**src/rtl/cbr_pkg.sv**
```systemverilog
package cbr_pkg;

    localparam int CLKS_PER_IC = 4;
    localparam int MAX_IC      = 4;
    localparam int CNT_W       = $clog2(CLKS_PER_IC * MAX_IC + 1);

    // fixed micro-step schedule inside an instruction
    localparam int STEP_OP = 1;
    localparam int STEP_B1 = 2;
    localparam int STEP_B2 = 3;
    localparam int STEP_RA = 4;
    localparam int STEP_RI = 5;
    localparam int STEP_RD = 6;
    localparam int STEP_WR = 7;

    typedef enum logic [3:0] {
        K_IDLE, K_JACC0, K_JACCNZ, K_JBIT0, K_JBITCLR,
        K_CMP_AD, K_CMP_AI, K_CMP_IND, K_CMP_REG,
        K_DEC_REG, K_DEC_DIR, K_JIND
    } kind_t;

    typedef struct packed {
        kind_t      kind;
        logic [1:0] nbytes;
        logic [2:0] ncyc;
        logic       indirect;
    } dec_t;

    function automatic dec_t decode_op(input logic [7:0] op);
        dec_t d;
        d = '{kind: K_IDLE, nbytes: 2'd1, ncyc: 3'd1, indirect: 1'b0};
        casez (op)
            8'h60:        d = '{K_JACC0,   2'd2, 3'd3, 1'b0};
            8'h70:        d = '{K_JACCNZ,  2'd2, 3'd3, 1'b0};
            8'h30:        d = '{K_JBIT0,   2'd3, 3'd4, 1'b0};
            8'h10:        d = '{K_JBITCLR, 2'd3, 3'd4, 1'b0};
            8'hB5:        d = '{K_CMP_AD,  2'd3, 3'd4, 1'b0};
            8'hB4:        d = '{K_CMP_AI,  2'd3, 3'd4, 1'b0};
            8'b1011_011?: d = '{K_CMP_IND, 2'd3, 3'd4, 1'b1};
            8'b1011_1???: d = '{K_CMP_REG, 2'd3, 3'd4, 1'b0};
            8'b1101_1???: d = '{K_DEC_REG, 2'd2, 3'd3, 1'b0};
            8'hD5:        d = '{K_DEC_DIR, 2'd3, 3'd4, 1'b0};
            8'h73:        d = '{K_JIND,    2'd1, 3'd3, 1'b0};
            default:      ;
        endcase
        return d;
    endfunction

endpackage

```
**src/rtl/cbr_decode.sv**
```systemverilog
module cbr_decode
    import cbr_pkg::*;
(
    input  logic [7:0] op,
    input  logic [7:0] b1,
    input  logic [1:0] bank_sel,
    output dec_t       dec,
    output logic [7:0] first_addr
);
    always_comb begin
        dec = decode_op(op);
        unique case (dec.kind)
            K_JBIT0, K_JBITCLR:   first_addr = {4'b0010, b1[6:3]};
            K_CMP_AD, K_DEC_DIR:  first_addr = b1;
            K_CMP_IND:            first_addr = {3'b000, bank_sel, 2'b00, op[0]};
            K_CMP_REG, K_DEC_REG: first_addr = {3'b000, bank_sel, op[2:0]};
            default:              first_addr = 8'h00;
        endcase
    end
endmodule

```
**src/rtl/cbr_resolve.sv**
```systemverilog
module cbr_resolve
    import cbr_pkg::*;
#(
    parameter int PCW = 16
) (
    input  dec_t           dec,
    input  logic [PCW-1:0] pc,
    input  logic [7:0]     b1,
    input  logic [7:0]     b2,
    input  logic [7:0]     opnd,
    input  logic [7:0]     acc,
    input  logic [PCW-1:0] dptr,
    input  logic           cy_in,
    output logic [PCW-1:0] next_pc,
    output logic           cy_out,
    output logic           wr_need,
    output logic [7:0]     wr_data
);
    logic [PCW-1:0] seq_pc, tgt_pc;
    logic [7:0]     rel, lhs, rhs, dec_val;
    logic [2:0]     bidx;
    logic           bitv, take;

    always_comb begin
        seq_pc  = pc + PCW'(dec.nbytes);
        rel     = (dec.nbytes == 2'd2) ? b1 : b2;
        tgt_pc  = seq_pc + {{(PCW-8){rel[7]}}, rel};
        bidx    = b1[2:0];
        bitv    = opnd[bidx];
        dec_val = opnd - 8'd1;
        lhs     = (dec.kind == K_CMP_AD || dec.kind == K_CMP_AI) ? acc : opnd;
        rhs     = (dec.kind == K_CMP_AD) ? opnd : b1;
        take    = 1'b0;
        cy_out  = cy_in;
        wr_need = 1'b0;
        wr_data = dec_val;
        unique case (dec.kind)
            K_JACC0:   take = (acc == 8'h00);
            K_JACCNZ:  take = (acc != 8'h00);
            K_JBIT0:   take = !bitv;
            K_JBITCLR: begin
                take    = bitv;
                wr_need = bitv;
                wr_data = opnd & ~(8'h01 << bidx);
            end
            K_CMP_AD, K_CMP_AI, K_CMP_IND, K_CMP_REG: begin
                take   = (lhs != rhs);
                cy_out = (lhs < rhs);
            end
            K_DEC_REG, K_DEC_DIR: begin
                take    = (dec_val != 8'h00);
                wr_need = 1'b1;
            end
            default: ;
        endcase
        if (dec.kind == K_JIND)
            next_pc = PCW'(acc) + dptr;
        else
            next_pc = take ? tgt_pc : seq_pc;
    end
endmodule

```
**src/rtl/cbr_exec.sv**
```systemverilog
module cbr_exec
    import cbr_pkg::*;
#(
    parameter int PCW = 16
) (
    input  logic             clk,
    input  logic             rst,
    output logic [PCW-1:0]   code_addr,
    input  logic [7:0]       code_data,
    output logic [7:0]       ram_addr,
    input  logic [7:0]       ram_rdata,
    output logic             ram_we,
    output logic [7:0]       ram_wdata,
    input  logic [7:0]       acc,
    input  logic [PCW-1:0]   dptr,
    input  logic [1:0]       bank_sel,
    output logic [PCW-1:0]   pc,
    output logic             cy,
    output logic             done,
    output logic [7:0]       done_op,
    output logic [CNT_W-1:0] done_clks
);
    logic [CNT_W-1:0] cnt, span;
    logic [7:0]       op_q, b1, b2, opnd, raddr, first_addr, wr_data;
    dec_t             dec;
    logic [PCW-1:0]   next_pc;
    logic             cy_next, wr_need, last;

    cbr_decode u_dec (
        .op(op_q), .b1(b1), .bank_sel(bank_sel),
        .dec(dec), .first_addr(first_addr)
    );

    cbr_resolve #(.PCW(PCW)) u_res (
        .dec(dec), .pc(pc), .b1(b1), .b2(b2), .opnd(opnd),
        .acc(acc), .dptr(dptr), .cy_in(cy),
        .next_pc(next_pc), .cy_out(cy_next),
        .wr_need(wr_need), .wr_data(wr_data)
    );

    always_comb begin
        span = CNT_W'(int'(dec.ncyc) * CLKS_PER_IC);
        last = (cnt >= CNT_W'(STEP_B1)) && (cnt == span - CNT_W'(1));

        if (cnt == CNT_W'(STEP_OP))      code_addr = pc + PCW'(1);
        else if (cnt == CNT_W'(STEP_B1)) code_addr = pc + PCW'(2);
        else                             code_addr = pc;

        if (cnt == CNT_W'(STEP_RA))                     ram_addr = first_addr;
        else if (cnt == CNT_W'(STEP_RI) && dec.indirect) ram_addr = ram_rdata;
        else                                            ram_addr = raddr;

        ram_we    = (cnt == CNT_W'(STEP_WR)) && wr_need;
        ram_wdata = wr_data;
    end

    always_ff @(posedge clk) begin
        if (rst) begin
            cnt       <= '0;
            pc        <= '0;
            cy        <= 1'b0;
            op_q      <= 8'h00;
            b1        <= 8'h00;
            b2        <= 8'h00;
            opnd      <= 8'h00;
            raddr     <= 8'h00;
            done      <= 1'b0;
            done_op   <= 8'h00;
            done_clks <= '0;
        end else begin
            if (cnt == CNT_W'(STEP_OP)) op_q  <= code_data;
            if (cnt == CNT_W'(STEP_B1)) b1    <= code_data;
            if (cnt == CNT_W'(STEP_B2)) b2    <= code_data;
            if (cnt == CNT_W'(STEP_RA)) raddr <= first_addr;
            if (cnt == CNT_W'(STEP_RI) && dec.indirect) raddr <= ram_rdata;
            if (cnt == CNT_W'(STEP_RD)) opnd  <= ram_rdata;
            if (last) begin
                pc        <= next_pc;
                cy        <= cy_next;
                done      <= 1'b1;
                done_op   <= op_q;
                done_clks <= cnt + CNT_W'(1);
                cnt       <= '0;
            end else begin
                done <= 1'b0;
                cnt  <= cnt + CNT_W'(1);
            end
        end
    end
endmodule

```
**config.mk**
```make
export PLATFORM = sky130hd
export DESIGN_NAME = cbr_exec
export DESIGN_NICKNAME = d
export VERILOG_FILES = /design/src/rtl/cbr_pkg.sv /design/src/rtl/cbr_decode.sv /design/src/rtl/cbr_resolve.sv /design/src/rtl/cbr_exec.sv
export SDC_FILE = /design/constraint.sdc
export NUM_CORES = 1
export LEC_CHECK = 0
export ABC_AREA = 1
export CAP_MARGIN = 20
export CORE_ASPECT_RATIO = 1.1
export CORE_UTILIZATION = 35
export DETAILED_ROUTE_END_ITERATION = 12
export GPL_TIMING_DRIVEN = 0
export PLACE_DENSITY = 0.67
export RECOVER_POWER = 50
export SYNTH_ARGS = -nofsm -noshare
export SYNTH_HDL_FRONTEND = slang
export SYNTH_SLANG_ARGS = --single-unit
```
**constraint.sdc**
```tcl
create_clock -name clk -period 3.9 [get_ports clk]
set_input_delay 0.78 -clock clk [delete_from_list [all_inputs] [get_ports clk]]
set_output_delay 0.78 -clock clk [all_outputs]
set_load 0.005 [all_outputs]
```
==> metrics.yaml <==
logic_synthesis:
  synth-seq-area-share_pct: 23.7
  ys_top_cells_by_area: "dfxtp_1 (24%), nand2_1 (16%), ha_1 (8.0%)"
  yosysWarnings: 0
  synth_area_mm2: 0.00642
  ys.flop_type: "dfxtp_1"
  synthMostInstantiatedCell: "nand2_1"
  synth_area_per_cell_um2: 6.15
  synth_cell_types: 43
  syn-num-nets: 1131
  netlist.area_leader.share_pct: 23.7
  netlist_instances: 1043
  synth_area_leader_cell: "dfxtp_1"
  async_reset_ff_share_pct: 0
  synth_edf_count: 0
  ys_ff_latch: 76
  synth_common_cells: "nand2_1 (274), inv_1 (118), nor2_1 (93)"
clock_network:
  cts_buffers: 9
  cts_buffer_depth: 2
  root_buffer: "clkbuf_16"
  clock_latency_ps: 350
  clock_sinks: 76
  htreeDepth: 3
  clk_pin_slew_ps: 60
  hold_buffers: 0
  cts_tree: "done"
detailed_routing:
  wl_um: 21800
  routed-via-count: 7255
  dr.pass1.iters: 5
  drt_iter0_drc: 477
  ant_nets: 0
  vias_per_cell: 5.16
  route.detailed.drc: 0
  post_drt_wl_per_cell_um: 15.5
critical_path:
  cp_slowest_cell: "clkdlybuf4s50_1"
  start_kind: "flop"
  cp_cell_sequence: "ha_1 > inv_1 > nor2_1 > inv_2 > nor2_4 > inv_4 > nand2_1 > nand3_2 > nor2_2 > inv_1 > nor2_1 > nand3_1 > xor2_1 > clkdlybuf4s50_1"
  cp_num_buf_inv: 5
  path_depth: 14
  critPathArrivalTime_ps: 2970
  reg2reg_depth: 27
  path_class: "reg2out"
  crit_family: "simple AND/OR/NAND/NOR gates"
  required_ps: 3120
  end_kind: "primary output"
  cpPeakStageDelay_ps: 520
  cp_max_fo: 10
global_route:
  grt_pass1_vias: 6625
  grt_pass1_wl_um: 33700
  grt_max_degree: 16
  antenna_found_initial: 0
  grt_usage_pct: 22.7
  overflow: 0
sta:
  finalCritPeriodShare_pct: 96.2
  timing.slew.headroom_pct: 62.0
  setup_viol: 0
  fin_ws_ps: 148
  finClkSkew_ps: 10.1
  holdWs_ps: 444
  slew_violations: 0
  final-hold-violation-count: 0
  period_needed_ps: 3750
  fmax_mhz: 267
  rsz0062_at_grt: "true"
  worstMarginPinSlew_ps: 570
place:
  dp_hpwl_um: 17200
  pre_cts_ws_ps: -529
  portBuffers: 106
  gp_congestion: 0.999
job:
  cap_violations: 0
power_and_ir_drop:
  ir_worst_vdd_uv: 270
  p_int_mw: 1.53
  cellPowerDensity_mw_per_mm2: 267
  clockPowerShare_pct: 39.6
  switchingPower_mw: 0.719
  power_frac_seq_pct: 37.4
  p_comb_share_pct: 22.9
  leakage_nw: 3.97
  switching_share_pct: 32.0
finish:
  diodes: 0
  area_growth_syn_to_layout_pct: 31.1
  drive_gt1_share_pct: 9.50
  nets: 1251
floorplan:
  fp.coreArea_mm2: 0.0178
  ios: 108
  die_height_um: 144
  rows: 51
  die_w_um: 131
  initial_core_util_pct: 36.1
  dieArea_mm2: 0.0189
hold_path:
  hp-class: "reg2reg"
  min_path_cells: 2
status:
  status: "completed"
kinds of logic after synthesis:
logic type / synth area share (%)
fa+ha+maj: 8.93
xor+xnor: 6.00
buf+inv: 9.69
simple gates: 34.2
flops: 23.7
compound gates: 17.5
metrics by stage:
stage | TNS (ps) | cell area [µm²] | power, mW | std cells | util, %
4_1_cts | 0 | 8170 | 2.23 | 1403 | 45.9
5_1_grt | -166 | 8420 | 2.35 | 1406 | 47.3
6_report | 0 | 8420 | 2.25 | 1406 | 47.3
3_3_place_gp | -4260 | 7780 | 1.34 | 1387 | 43.7
3_5_place_dp | -3890 | 7780 | 1.34 | 1387 | 43.7
2_1_floorplan | 0 | 6420 | 1.15 | 1043 | -
sequential cells by signal, summed over array words and instances, names as in the netlist:
| register | count |
|---|---|
| raddr | 8 |
| opnd | 8 |
| op_q | 8 |
| cy | 1 |
| done_clks | 5 |
| done | 1 |
| b1 | 8 |
| b2 | 8 |
| cnt | 5 |
| pc | 16 |
| done_op | 8 |
layer usage:
metal | GRT usage [%] | up-vias | wire length, µm
met1 | 28.0 | 3309 | 9580
met5 | 0 | - | 0
met4 | 8.05 | 0 | 556
li1 | - | 3684 | -
met2 | 40.1 | 226 | 10600
met3 | 3.61 | 36 | 1080
cells in the final DEF, fill, tap and decap left out, types with 12 or more instances in the layout:
| master | n |
|---|---|
| nand2_1 | 263 |
| inv_1 | 114 |
| o21ai_0 | 89 |
| clkdlybuf4s50_1 | 85 |
| nor2_1 | 83 |
| nand3_1 | 75 |
| dfxtp_1 | 71 |
| a21oi_1 | 65 |
| ha_1 | 38 |
| nand4_1 | 28 |
| xor2_1 | 27 |
| clkbuf_1 | 21 |
| dlygate4sd3_1 | 21 |
| o21ai_1 | 16 |
| nand2_2 | 12 |
| nor3_1 | 12 |
repair_timing:
action | in CTS | in global routing
gates resized for setup | 23 | 58
pin swaps | 1 | 4
setup buffers | 1 | 3
endpoints found under the setup margin | 21 | 28
final cells by class:
type	instances	area, µm²
inverter	127	487
multi-input combinational	807	4560
buffer	32	144
timing repair buffer	110	1090
fill	1861	9390
clock inverter	6	70.1
tap	238	298
clock buffer	10	239
sequential	76	1530
worst min-delay path: cells and delay by family, from the launching register on:
kind | cells | cell delay, ps
flops | 1 | 310
simple gates | 2 | 100
final timing paths:
path         startpoint             to  slack (ps)
max              cnt[0]  code_addr[15]         150
min          done_op[5]     done_op[5]         440
max reg2reg     op_q[0]         pc[15]         160
min reg2reg  done_op[5]     done_op[5]         440
power groups by stage:
stage / registers, mW / clock network, mW / logic, mW
floorplan: 0.846 / 0 / 0.301
global placement: 0.854 / 0 / 0.486
detailed placement: 0.854 / 0 / 0.489
CTS: 0.838 / 0.897 / 0.498
global route: 0.845 / 0.932 / 0.571
finish: 0.841 / 0.891 / 0.515
(Power assumes the default switching activity.)
